`config.mk`:
```
export PLATFORM = sky130hd
export DESIGN_NAME = supply_pulse_classifier
export DESIGN_NICKNAME = d
export VERILOG_FILES = /design/src/rtl/spc_pkg.sv /design/src/rtl/spc_run_ctr.sv /design/src/rtl/spc_classify.sv /design/src/rtl/spc_evt_out.sv /design/src/rtl/supply_pulse_classifier.sv
export SDC_FILE = /design/constraint.sdc
export NUM_CORES = 1
export LEC_CHECK = 0
export CAP_MARGIN = 20
export CORE_MARGIN = 2
export CORE_UTILIZATION = 63
export DETAILED_ROUTE_END_ITERATION = 16
export PLACE_DENSITY_LB_ADDON = 0.08
export SLEW_MARGIN = 15
export SYNTH_ARGS = -nofsm -noshare
export SYNTH_HDL_FRONTEND = slang
export SYNTH_SLANG_ARGS = --single-unit
export TNS_END_PERCENT = 100
```
`constraint.sdc`:
```
create_clock -name clk -period 5.56 [get_ports clk]
set_clock_uncertainty 0.1 [all_clocks]
set_input_delay 0.556 -clock clk [delete_from_list [all_inputs] [get_ports clk]]
set_output_delay 0.556 -clock clk [all_outputs]
set_load 0.02 [all_outputs]
```
`src/rtl/spc_pkg.sv`:
```
package spc_pkg;

  // Class of a finished pulse; EVK_NONE means discarded or still running.
  typedef enum logic [1:0] {
    EVK_NONE = 2'd0,
    EVK_MID  = 2'd1,
    EVK_HIGH = 2'd2,
    EVK_BLOW = 2'd3
  } evk_e;

  // Decide the class of a pulse once it has ended.
  function automatic evk_e pick_kind(input logic wide_ok, input logic qual,
                                     input logic hi_ok, input logic blow_ok);
    if (!(wide_ok && qual)) return EVK_NONE;
    if (blow_ok) return EVK_BLOW;
    if (hi_ok) return EVK_HIGH;
    return EVK_MID;
  endfunction

endpackage

```
`src/rtl/spc_run_ctr.sv`:
```
// Saturating run-length counter: clear has priority over increment.
module spc_run_ctr #(
  parameter int unsigned W = 16
) (
  input  logic         clk,
  input  logic         rst_n,
  input  logic         clr,
  input  logic         inc,
  output logic [W-1:0] cnt
);

  localparam logic [W-1:0] TOP = '1;

  always_ff @(posedge clk) begin
    if (!rst_n)                  cnt <= '0;
    else if (clr)                cnt <= '0;
    else if (inc && cnt != TOP)  cnt <= cnt + 1'b1;
  end

endmodule

```
`src/rtl/spc_classify.sv`:
```
// Tracks one pulse at a time and names it on the cycle it ends.
module spc_classify
  import spc_pkg::*;
#(
  parameter int unsigned CNT_W = 16
) (
  input  logic             clk,
  input  logic             rst_n,
  input  logic             loss,
  input  logic             active,
  input  logic [CNT_W-1:0] gap_cnt,
  input  logic [CNT_W-1:0] width_cnt,
  input  logic [CNT_W-1:0] hrun_cnt,
  input  logic [CNT_W-1:0] act_cyc,
  input  logic [CNT_W-1:0] gap_cyc,
  input  logic [CNT_W-1:0] blow_cyc,
  output evk_e             kind,
  output logic             pulse_end,
  output logic             pulse_qual,
  output logic             blow_hit
);

  logic in_pulse;
  logic hi_flag;
  logic blow_flag;
  logic pulse_start;
  logic gap_met;
  logic hi_hit;
  logic wide_ok;

  assign gap_met     = gap_cnt >= gap_cyc;
  assign pulse_start = active & ~in_pulse & ~loss;
  assign pulse_end   = ~active & in_pulse & ~loss;

  // The counters hold the run length up to the previous cycle, so the
  // sticky flags are merged with a live compare.
  assign hi_hit   = hi_flag   | (hrun_cnt >= act_cyc);
  assign blow_hit = blow_flag | (hrun_cnt >= blow_cyc);
  assign wide_ok  = width_cnt >= act_cyc;

  assign kind = pulse_end ? pick_kind(wide_ok, pulse_qual, hi_hit, blow_hit)
                          : EVK_NONE;

  always_ff @(posedge clk) begin
    if (!rst_n || loss) begin
      in_pulse   <= 1'b0;
      pulse_qual <= 1'b0;
      hi_flag    <= 1'b0;
      blow_flag  <= 1'b0;
    end else begin
      in_pulse  <= active;
      if (pulse_start) pulse_qual <= gap_met;
      hi_flag   <= active ? hi_hit   : 1'b0;
      blow_flag <= active ? blow_hit : 1'b0;
    end
  end

endmodule

```
`src/rtl/spc_evt_out.sv`:
```
// Registers the pulse class into one-hot strobes and the supply reset.
module spc_evt_out
  import spc_pkg::*;
(
  input  logic clk,
  input  logic rst_n,
  input  logic loss,
  input  evk_e kind,
  output logic ev_mid,
  output logic ev_high,
  output logic ev_blow,
  output logic sup_reset
);

  always_ff @(posedge clk) begin
    if (!rst_n) begin
      ev_mid    <= 1'b0;
      ev_high   <= 1'b0;
      ev_blow   <= 1'b0;
      sup_reset <= 1'b0;
    end else begin
      ev_mid    <= (kind == EVK_MID);
      ev_high   <= (kind == EVK_HIGH);
      ev_blow   <= (kind == EVK_BLOW);
      sup_reset <= loss;
    end
  end

endmodule

```
`src/rtl/supply_pulse_classifier.sv`:
```
module supply_pulse_classifier
  import spc_pkg::*;
#(
  parameter int unsigned CPU_W   = 8,
  parameter int unsigned CNT_W   = 16,
  parameter int unsigned ACT_US  = 20,
  parameter int unsigned GAP_US  = 20,
  parameter int unsigned BLOW_US = 90
) (
  input  logic             clk,
  input  logic             rst_n,
  input  logic             supply_ok,
  input  logic             lvl_mid,
  input  logic             lvl_high,
  input  logic [CPU_W-1:0] cyc_per_us,
  output logic             ev_mid,
  output logic             ev_high,
  output logic             ev_blow,
  output logic             sup_reset
);

  localparam int unsigned NTHR = 3;
  localparam int unsigned NCTR = 3;
  localparam int unsigned T_ACT = 0, T_GAP = 1, T_BLOW = 2;
  localparam int unsigned C_GAP = 0, C_WID = 1, C_HRUN = 2;
  localparam int unsigned US_TAB [NTHR] = '{ACT_US, GAP_US, BLOW_US};
  localparam logic [63:0] CNT_MAX = 64'((64'd1 << CNT_W) - 1);

  // Microseconds to cycles, clipped at the counter ceiling.
  function automatic logic [CNT_W-1:0] to_cyc(input int unsigned us,
                                              input logic [CPU_W-1:0] cpu);
    logic [63:0] prod;
    prod = 64'(us) * 64'(cpu);
    if (prod > CNT_MAX) return '1;
    return prod[CNT_W-1:0];
  endfunction

  logic             loss;
  logic             active;
  logic [CNT_W-1:0] thr     [NTHR];
  logic [CNT_W-1:0] ctr_val [NCTR];
  logic [NCTR-1:0]  ctr_clr;
  logic [NCTR-1:0]  ctr_inc;

  // Named internal events, watched by the bound checker.
  evk_e kind;
  logic pulse_end;
  logic pulse_qual;
  logic blow_hit;

  assign loss   = ~supply_ok;
  assign active = lvl_mid | lvl_high;

  for (genvar t = 0; t < NTHR; t++) begin : g_thr
    assign thr[t] = to_cyc(US_TAB[t], cyc_per_us);
  end

  // Quiet run, pulse width, unbroken high run.
  assign ctr_clr[C_GAP]  = active | loss;
  assign ctr_inc[C_GAP]  = ~active;
  assign ctr_clr[C_WID]  = ~active | loss;
  assign ctr_inc[C_WID]  = active;
  assign ctr_clr[C_HRUN] = ~lvl_high | loss;
  assign ctr_inc[C_HRUN] = lvl_high;

  for (genvar c = 0; c < NCTR; c++) begin : g_ctr
    spc_run_ctr #(.W(CNT_W)) ctr_i (
      .clk   (clk),
      .rst_n (rst_n),
      .clr   (ctr_clr[c]),
      .inc   (ctr_inc[c]),
      .cnt   (ctr_val[c])
    );
  end

  spc_classify #(.CNT_W(CNT_W)) cls_i (
    .clk        (clk),
    .rst_n      (rst_n),
    .loss       (loss),
    .active     (active),
    .gap_cnt    (ctr_val[C_GAP]),
    .width_cnt  (ctr_val[C_WID]),
    .hrun_cnt   (ctr_val[C_HRUN]),
    .act_cyc    (thr[T_ACT]),
    .gap_cyc    (thr[T_GAP]),
    .blow_cyc   (thr[T_BLOW]),
    .kind       (kind),
    .pulse_end  (pulse_end),
    .pulse_qual (pulse_qual),
    .blow_hit   (blow_hit)
  );

  spc_evt_out out_i (
    .clk       (clk),
    .rst_n     (rst_n),
    .loss      (loss),
    .kind      (kind),
    .ev_mid    (ev_mid),
    .ev_high   (ev_high),
    .ev_blow   (ev_blow),
    .sup_reset (sup_reset)
  );

endmodule

```
### Word-level counts from Yosys, hierarchy flattened

Index checks and enable logic that the tools add are counted.

| storage, ports and cells | value |
|---|---|
| bits of input ports | 13 |
| register bits | 56 |
| logic and storage cells | 63 |
| output and inout bits | 4 |

| operators by class | value |
|---|---|
| $add $sub $neg | 3 |
| order comparisons | 4 |
| eq/ne operators | 6 |
| reductions and logical operators | 10 |
| mux-type cells | 12 |
| multipliers | 2 |
| bitwise operators | 15 |

Operator list:

| kind | count |
|---|---|
| $add 16x1->16 const B | 3 |
| $ge 16x13->1 | 3 |
| $ne 16x16->1 const B | 3 |
| $ge 16x15->1 | 1 |
| $mul 6x8->14 const A | 1 |
| $mux 2 | 7 |
| $mul 3x8->11 const A | 1 |
| $reduce_or 2->1 | 4 |
| $or 1x1->1 | 6 |
| $mux 1 | 5 |
| $not 1->1 | 5 |
| $and 1x1->1 | 4 |
| $eq 2x2->1 const B | 2 |
| $logic_and 1x1->1 | 4 |
| $eq 2x1->1 const B | 1 |
| $logic_not 1->1 | 1 |
| $logic_or 1x1->1 | 1 |

### Longest topological paths before layout

| logic depth | value |
|---|---|
| word-level depth | 12 |
| mapped depth | 18 |
| gate-level depth less buffers | 18 |

### Modules after synthesis

A second synthesis with hierarchy kept.

| unflattened totals | value |
|---|---|
| cell total of the unflattened synthesis | 629 |
| area total of the unflattened synthesis | 5515.3 µm² |

Modules (own cells, without submodules):

| module | times used | area each (µm²) | cells each |
|---|---|---|---|
| spc_run_ctr | 3 | 864.6 | 91 |
| spc_classify | 1 | 1701.6 | 218 |
| supply_pulse_classifier | 1 | 1109.8 | 130 |
| spc_evt_out | 1 | 110.1 | 8 |

### Least setup slack after synthesis

No wires, ideal clock.

| timing path | value |
|---|---|
| kind | input to register |
| start | input cyc_per_us[2] |
| end | register out_i.ev_high |
| setup time | 0.096 ns |
| cell stages on the path | 18 |
| slack | 1.038 ns |
| arrival | 4.326 ns |
| path through | ha_1 -> ha_1 -> inv_1 -> fa_1 -> inv_1 -> ha_1 -> fa_1 -> a21o_1 -> a211oi_1 -> nor2_1 -> nor2_1 -> xor2_1 -> ha_1 -> nand2_1 -> o21ai_0 -> a2111oi_0 -> a31oi_1 -> nor4b_1 |

| on the way | value |
|---|---|
| longest elaborated chain between the ends | 11 |
| elaborated cells between the ends (all ways) | 20 |

RTL lines:

| what | line | source |
|---|---|---|
| start: declaration | supply_pulse_classifier.sv:15 | `input logic [CPU_W-1:0] cyc_per_us,` |
| $mul 3x8->11 | supply_pulse_classifier.sv:33 | `prod = 64'(us) * 64'(cpu);` |
| $ge 16x13->1 | spc_classify.sv:37 | `assign hi_hit = hi_flag \| (hrun_cnt >= act_cyc);` |
| $or 1x1->1 | spc_classify.sv:37 |  |
| $mux 1 (2 in a row) | spc_pkg.sv:16 | `if (hi_ok) return EVK_HIGH;` |
| $mux 1 | spc_pkg.sv:15 | `if (blow_ok) return EVK_BLOW;` |
| $mux 2 | spc_pkg.sv:17 | `return EVK_MID;` |
| $mux 2 | spc_pkg.sv:16 |  |
| $mux 2 (*) | spc_pkg.sv:15 |  |
| $mux 2 (*) | spc_classify.sv:41 | `assign kind = pulse_end ? pick_kind(wide_ok, pulse_qual, hi_hit, blow_hit)` |
| $eq 2x2->1 (*) | spc_evt_out.sv:23 | `ev_high <= (kind == EVK_HIGH);` |
| end signal: assignment | spc_evt_out.sv:23 |  |
| end: declaration | spc_evt_out.sv:10 | `output logic ev_high,` |

Mark *: on every way between the ends. The rest lies on a longest branch, timed or not. The select of a mux whose other input is x is not followed.
A chain may end at the register's enable or synchronous reset.

### Worst setup path in the final report

Ends and elaborated chain as after synthesis.

==> flow_metrics.tcl <==
set metrics [dict create \
    cts_buffers 5 \
    start_util_pct 65.1 \
    mostFrequentLayoutCell "ha_1" \
    status "completed" \
    avgSynthCellArea_um2 8.49 \
    path_delay_family "adder cells" \
    rsz0062_at_grt "false" \
    power.density_mw_per_mm2 216 \
    netlist-cell-type-count 58 \
    setup_tns_ns 0 \
    grt_max_degree 18 \
    dr.pass1.iters 5 \
    worst_pin_slew_ns 0.638 \
    fin_crit_ns 5.08 \
    clock_latency_ns 0.32 \
    drive_gt1_share_pct 3.15 \
    layout_common_cells "ha_1, nor2_1, dfxtp_1" \
    grt_pass1_wl_mm 17.8 \
    seqPwrFrac_pct 36.9 \
    io_pins 17 \
    cp_max_fo 4 \
    ant_nets 0 \
    synth_cells 556 \
    dieHeight_um 90.6 \
    use_met1_pct 35.5 \
    synth_area_mm2 0.00472 \
    area_delta_synth_final_pct 7.98 \
    drt_iter0_drc 131 \
    end_kind "flip-flop" \
    synth_top_area_cell "dfxtp_1" \
    crit_required_ns 5.69 \
    ys.flop_type "dfxtp_1" \
    synth-xor-area-share_pct 8.72 \
    critPathBufInv 3 \
    critical_path_class "input pin to flip-flop" \
    min_period_over_period_pct 91.3 \
    yosysTopAreaCellShare_pct 23.8 \
    ys.warnings.count 0 \
    clock.fmax_mhz 197 \
    critPathArrivalTime_ns 5.21 \
    synthAdderAreaFrac_pct 26.4 \
    avgViaCountPerCell 6.03 \
    h-tree-depth 2 \
    use_met2_pct 44.9 \
    slowest_delay_ns 0.54 \
    p_comb_share_pct 35.9 \
    gp_congestion 0.841 \
    leakagePower_nw 2.14 \
    startpoint_type "input pin" \
    slew_viol_final 0 \
    synth_enable_flop_cells 0 \
    cell_internal_pwr_mw 0.726 \
    setup_viol_count_final 0 \
    swShare_pct 34.0 \
    vias 4040 \
    seq_area_frac_synth_pct 23.8 \
    synth_top_family_by_area "adder cells" \
    wirelength_mm 10.6 \
    critical_path.slowest_cell "a2111oi_1" \
    pwr-share-clk_pct 27.3 \
    drc_errors 0 \
    grt_overflow 0 \
    grt_antenna_before_repair 0 \
    synth_mux_area_share_pct 0.848 \
    fillers 631 \
    cts_tree "done" \
    clk_pin_slew_ns 0.10 \
    grt_pass1_vias 3826 \
    fin_nets 676 \
    busiest_layer "met2" \
    dp.cells 662 \
    synth_compound_area_share_pct 13.0 \
    synth_seq_cells 56 \
    num_antenna_cells 0 \
    peakVddDrop_mv 0.148 \
    io_buffer_count 16 \
    fin_cells 670 \
    cts_sinks 56 \
    synthTopCellsByArea "dfxtp_1, ha_1, nor2_1" \
    switching_power_mw 0.374 \
    dp_hpwl_mm 8.18 \
    max-cap-violations 0 \
    die_w_um 90.6 \
    hold_class "flip-flop to flip-flop" \
    synth_nets 662 \
    crit_chain "clkdlybuf4s50_1 > ha_1 > ha_1 > inv_1 > fa_1 > inv_1 > ha_1 > fa_1 > a21o_1 > a211oi_1 > nor2_1 > nor2_1 > xor2_1 > ha_1 > nand2_1 > o21ai_0 > a2111oi_1 > a31oi_1 > nor4b_1" \
    synth-async-reset-ratio_pct 0 \
    rows 31 \
    die_area_mm2 0.00820 \
    use_met3_pct 3.92 \
    root_buffer "clkbuf_8" \
    wl_per_cell_um 15.8 \
    synth_simple_gate_area_share_pct 22.2 \
    gr-usage-all-layers_pct 26.4 \
    clk_path_buf_depth 2 \
    hold_viol 0 \
    core_mm2 0.00725 \
    cpMostUsedCell "ha_1" \
    relSlewSlack_pct 57.2 \
]
worst register-to-register path: stages, from the launching register on:
cell      delay (ns)
dfxtp_1         0.48
inv_1           0.08
ha_1            0.27
and3_1          0.14
o311ai_0        0.33
a31oi_1         0.14
o31ai_1         0.47
nor4_1          0.12
flip-flops by register name, indices dropped and copies added, names as in the netlist:
register and cells:
cls_i.hi_flag 1, out_i.ev_high 1, out_i.ev_blow 1, g_ctr.ctr_i.cnt 48, cls_i.pulse_qual 1, out_i.sup_reset 1
out_i.ev_mid 1, cls_i.blow_flag 1, cls_i.in_pulse 1
cell type report:
type / count / area, um2 / share of cell area, %
Clock buffer: 7 / 96.3 / 1.89
Clock inverter: 1 / 30.0 / 0.589
Inverter: 48 / 180 / 3.54
Multi-Input combinational cell: 440 / 3360 / 66.0
Sequential cell: 56 / 1120 / 22.0
Tap cell: 99 / 124 / 2.43
Timing Repair Buffer: 19 / 183 / 3.58
synthesized netlist by cell type, types with 15 or more instances:
library cell  instances
a21oi_1              25
dfxtp_1              56
ha_1                 82
inv_1                48
nand2_1              35
nand3_1              21
nand4_1              15
nor2_1               59
o21ai_0              15
xnor2_1              23
xor2_1               24
per-layer routing:
layer / part of all wire (%) / wire length (um) / vias to the layer above
li1: - / - / 2016
met3: 4.8 / 511 / 10
met2: 48 / 5040 / 90
met5: 0 / 0 / -
met4: 1.2 / 127 / 0
met1: 46 / 4880 / 1924
per-stage QoR:
stage	hold WS [ns]	util [%]	power [mW]	setup WS [ns]	cell area, um2
floorplan	0.364	-	0.703	1.04	4720
global placement	0.391	68.5	0.784	0.251	4970
detailed placement	0.404	68.5	0.799	0.121	4970
CTS	0.420	70.2	1.10	0.417	5090
global route	0.441	70.3	1.17	0.0691	5100
finish	0.414	70.3	1.10	0.481	5100
logic make-up (layout without fill, tap and decap cells):
group | count (synthesis) | after routing
xor gates and xnor gates | 47 | 47
DFF | 56 | 56
adders and majority gates | 93 | 93
and+or+nand+nor | 202 | 202
AOI/OAI and AO/OA | 94 | 94
muxes | 4 | 4
buffers and inverters | 60 | 75
repair_timing:
item,in CTS,in global routing
endpoints found under the setup margin,0,2
buffers inserted,0,0
gates resized for setup,0,1
hold buffers,0,0
worst paths after layout:
check / start / to / slack (ns) / cells after the start
max reg2reg: g_ctr[1].ctr_i.cnt[2] / out_i.ev_mid / 3.31 / 7
min: g_ctr[1].ctr_i.cnt[14] / g_ctr[1].ctr_i.cnt[14] / 0.41 / 2
max: cyc_per_us[2] / out_i.ev_high / 0.48 / 19
min reg2reg: g_ctr[1].ctr_i.cnt[14] / g_ctr[1].ctr_i.cnt[14] / 0.41 / 2
power groups by stage:
stage	Clock, mW	Sequential, mW	Combinational (mW)
floorplan	0	0.414	0.288
global placement	0	0.414	0.370
detailed placement	0	0.414	0.384
CTS	0.306	0.405	0.392
global route	0.315	0.406	0.452
finish	0.300	0.405	0.395
Note: power is estimated with default switching activity, not from simulation.
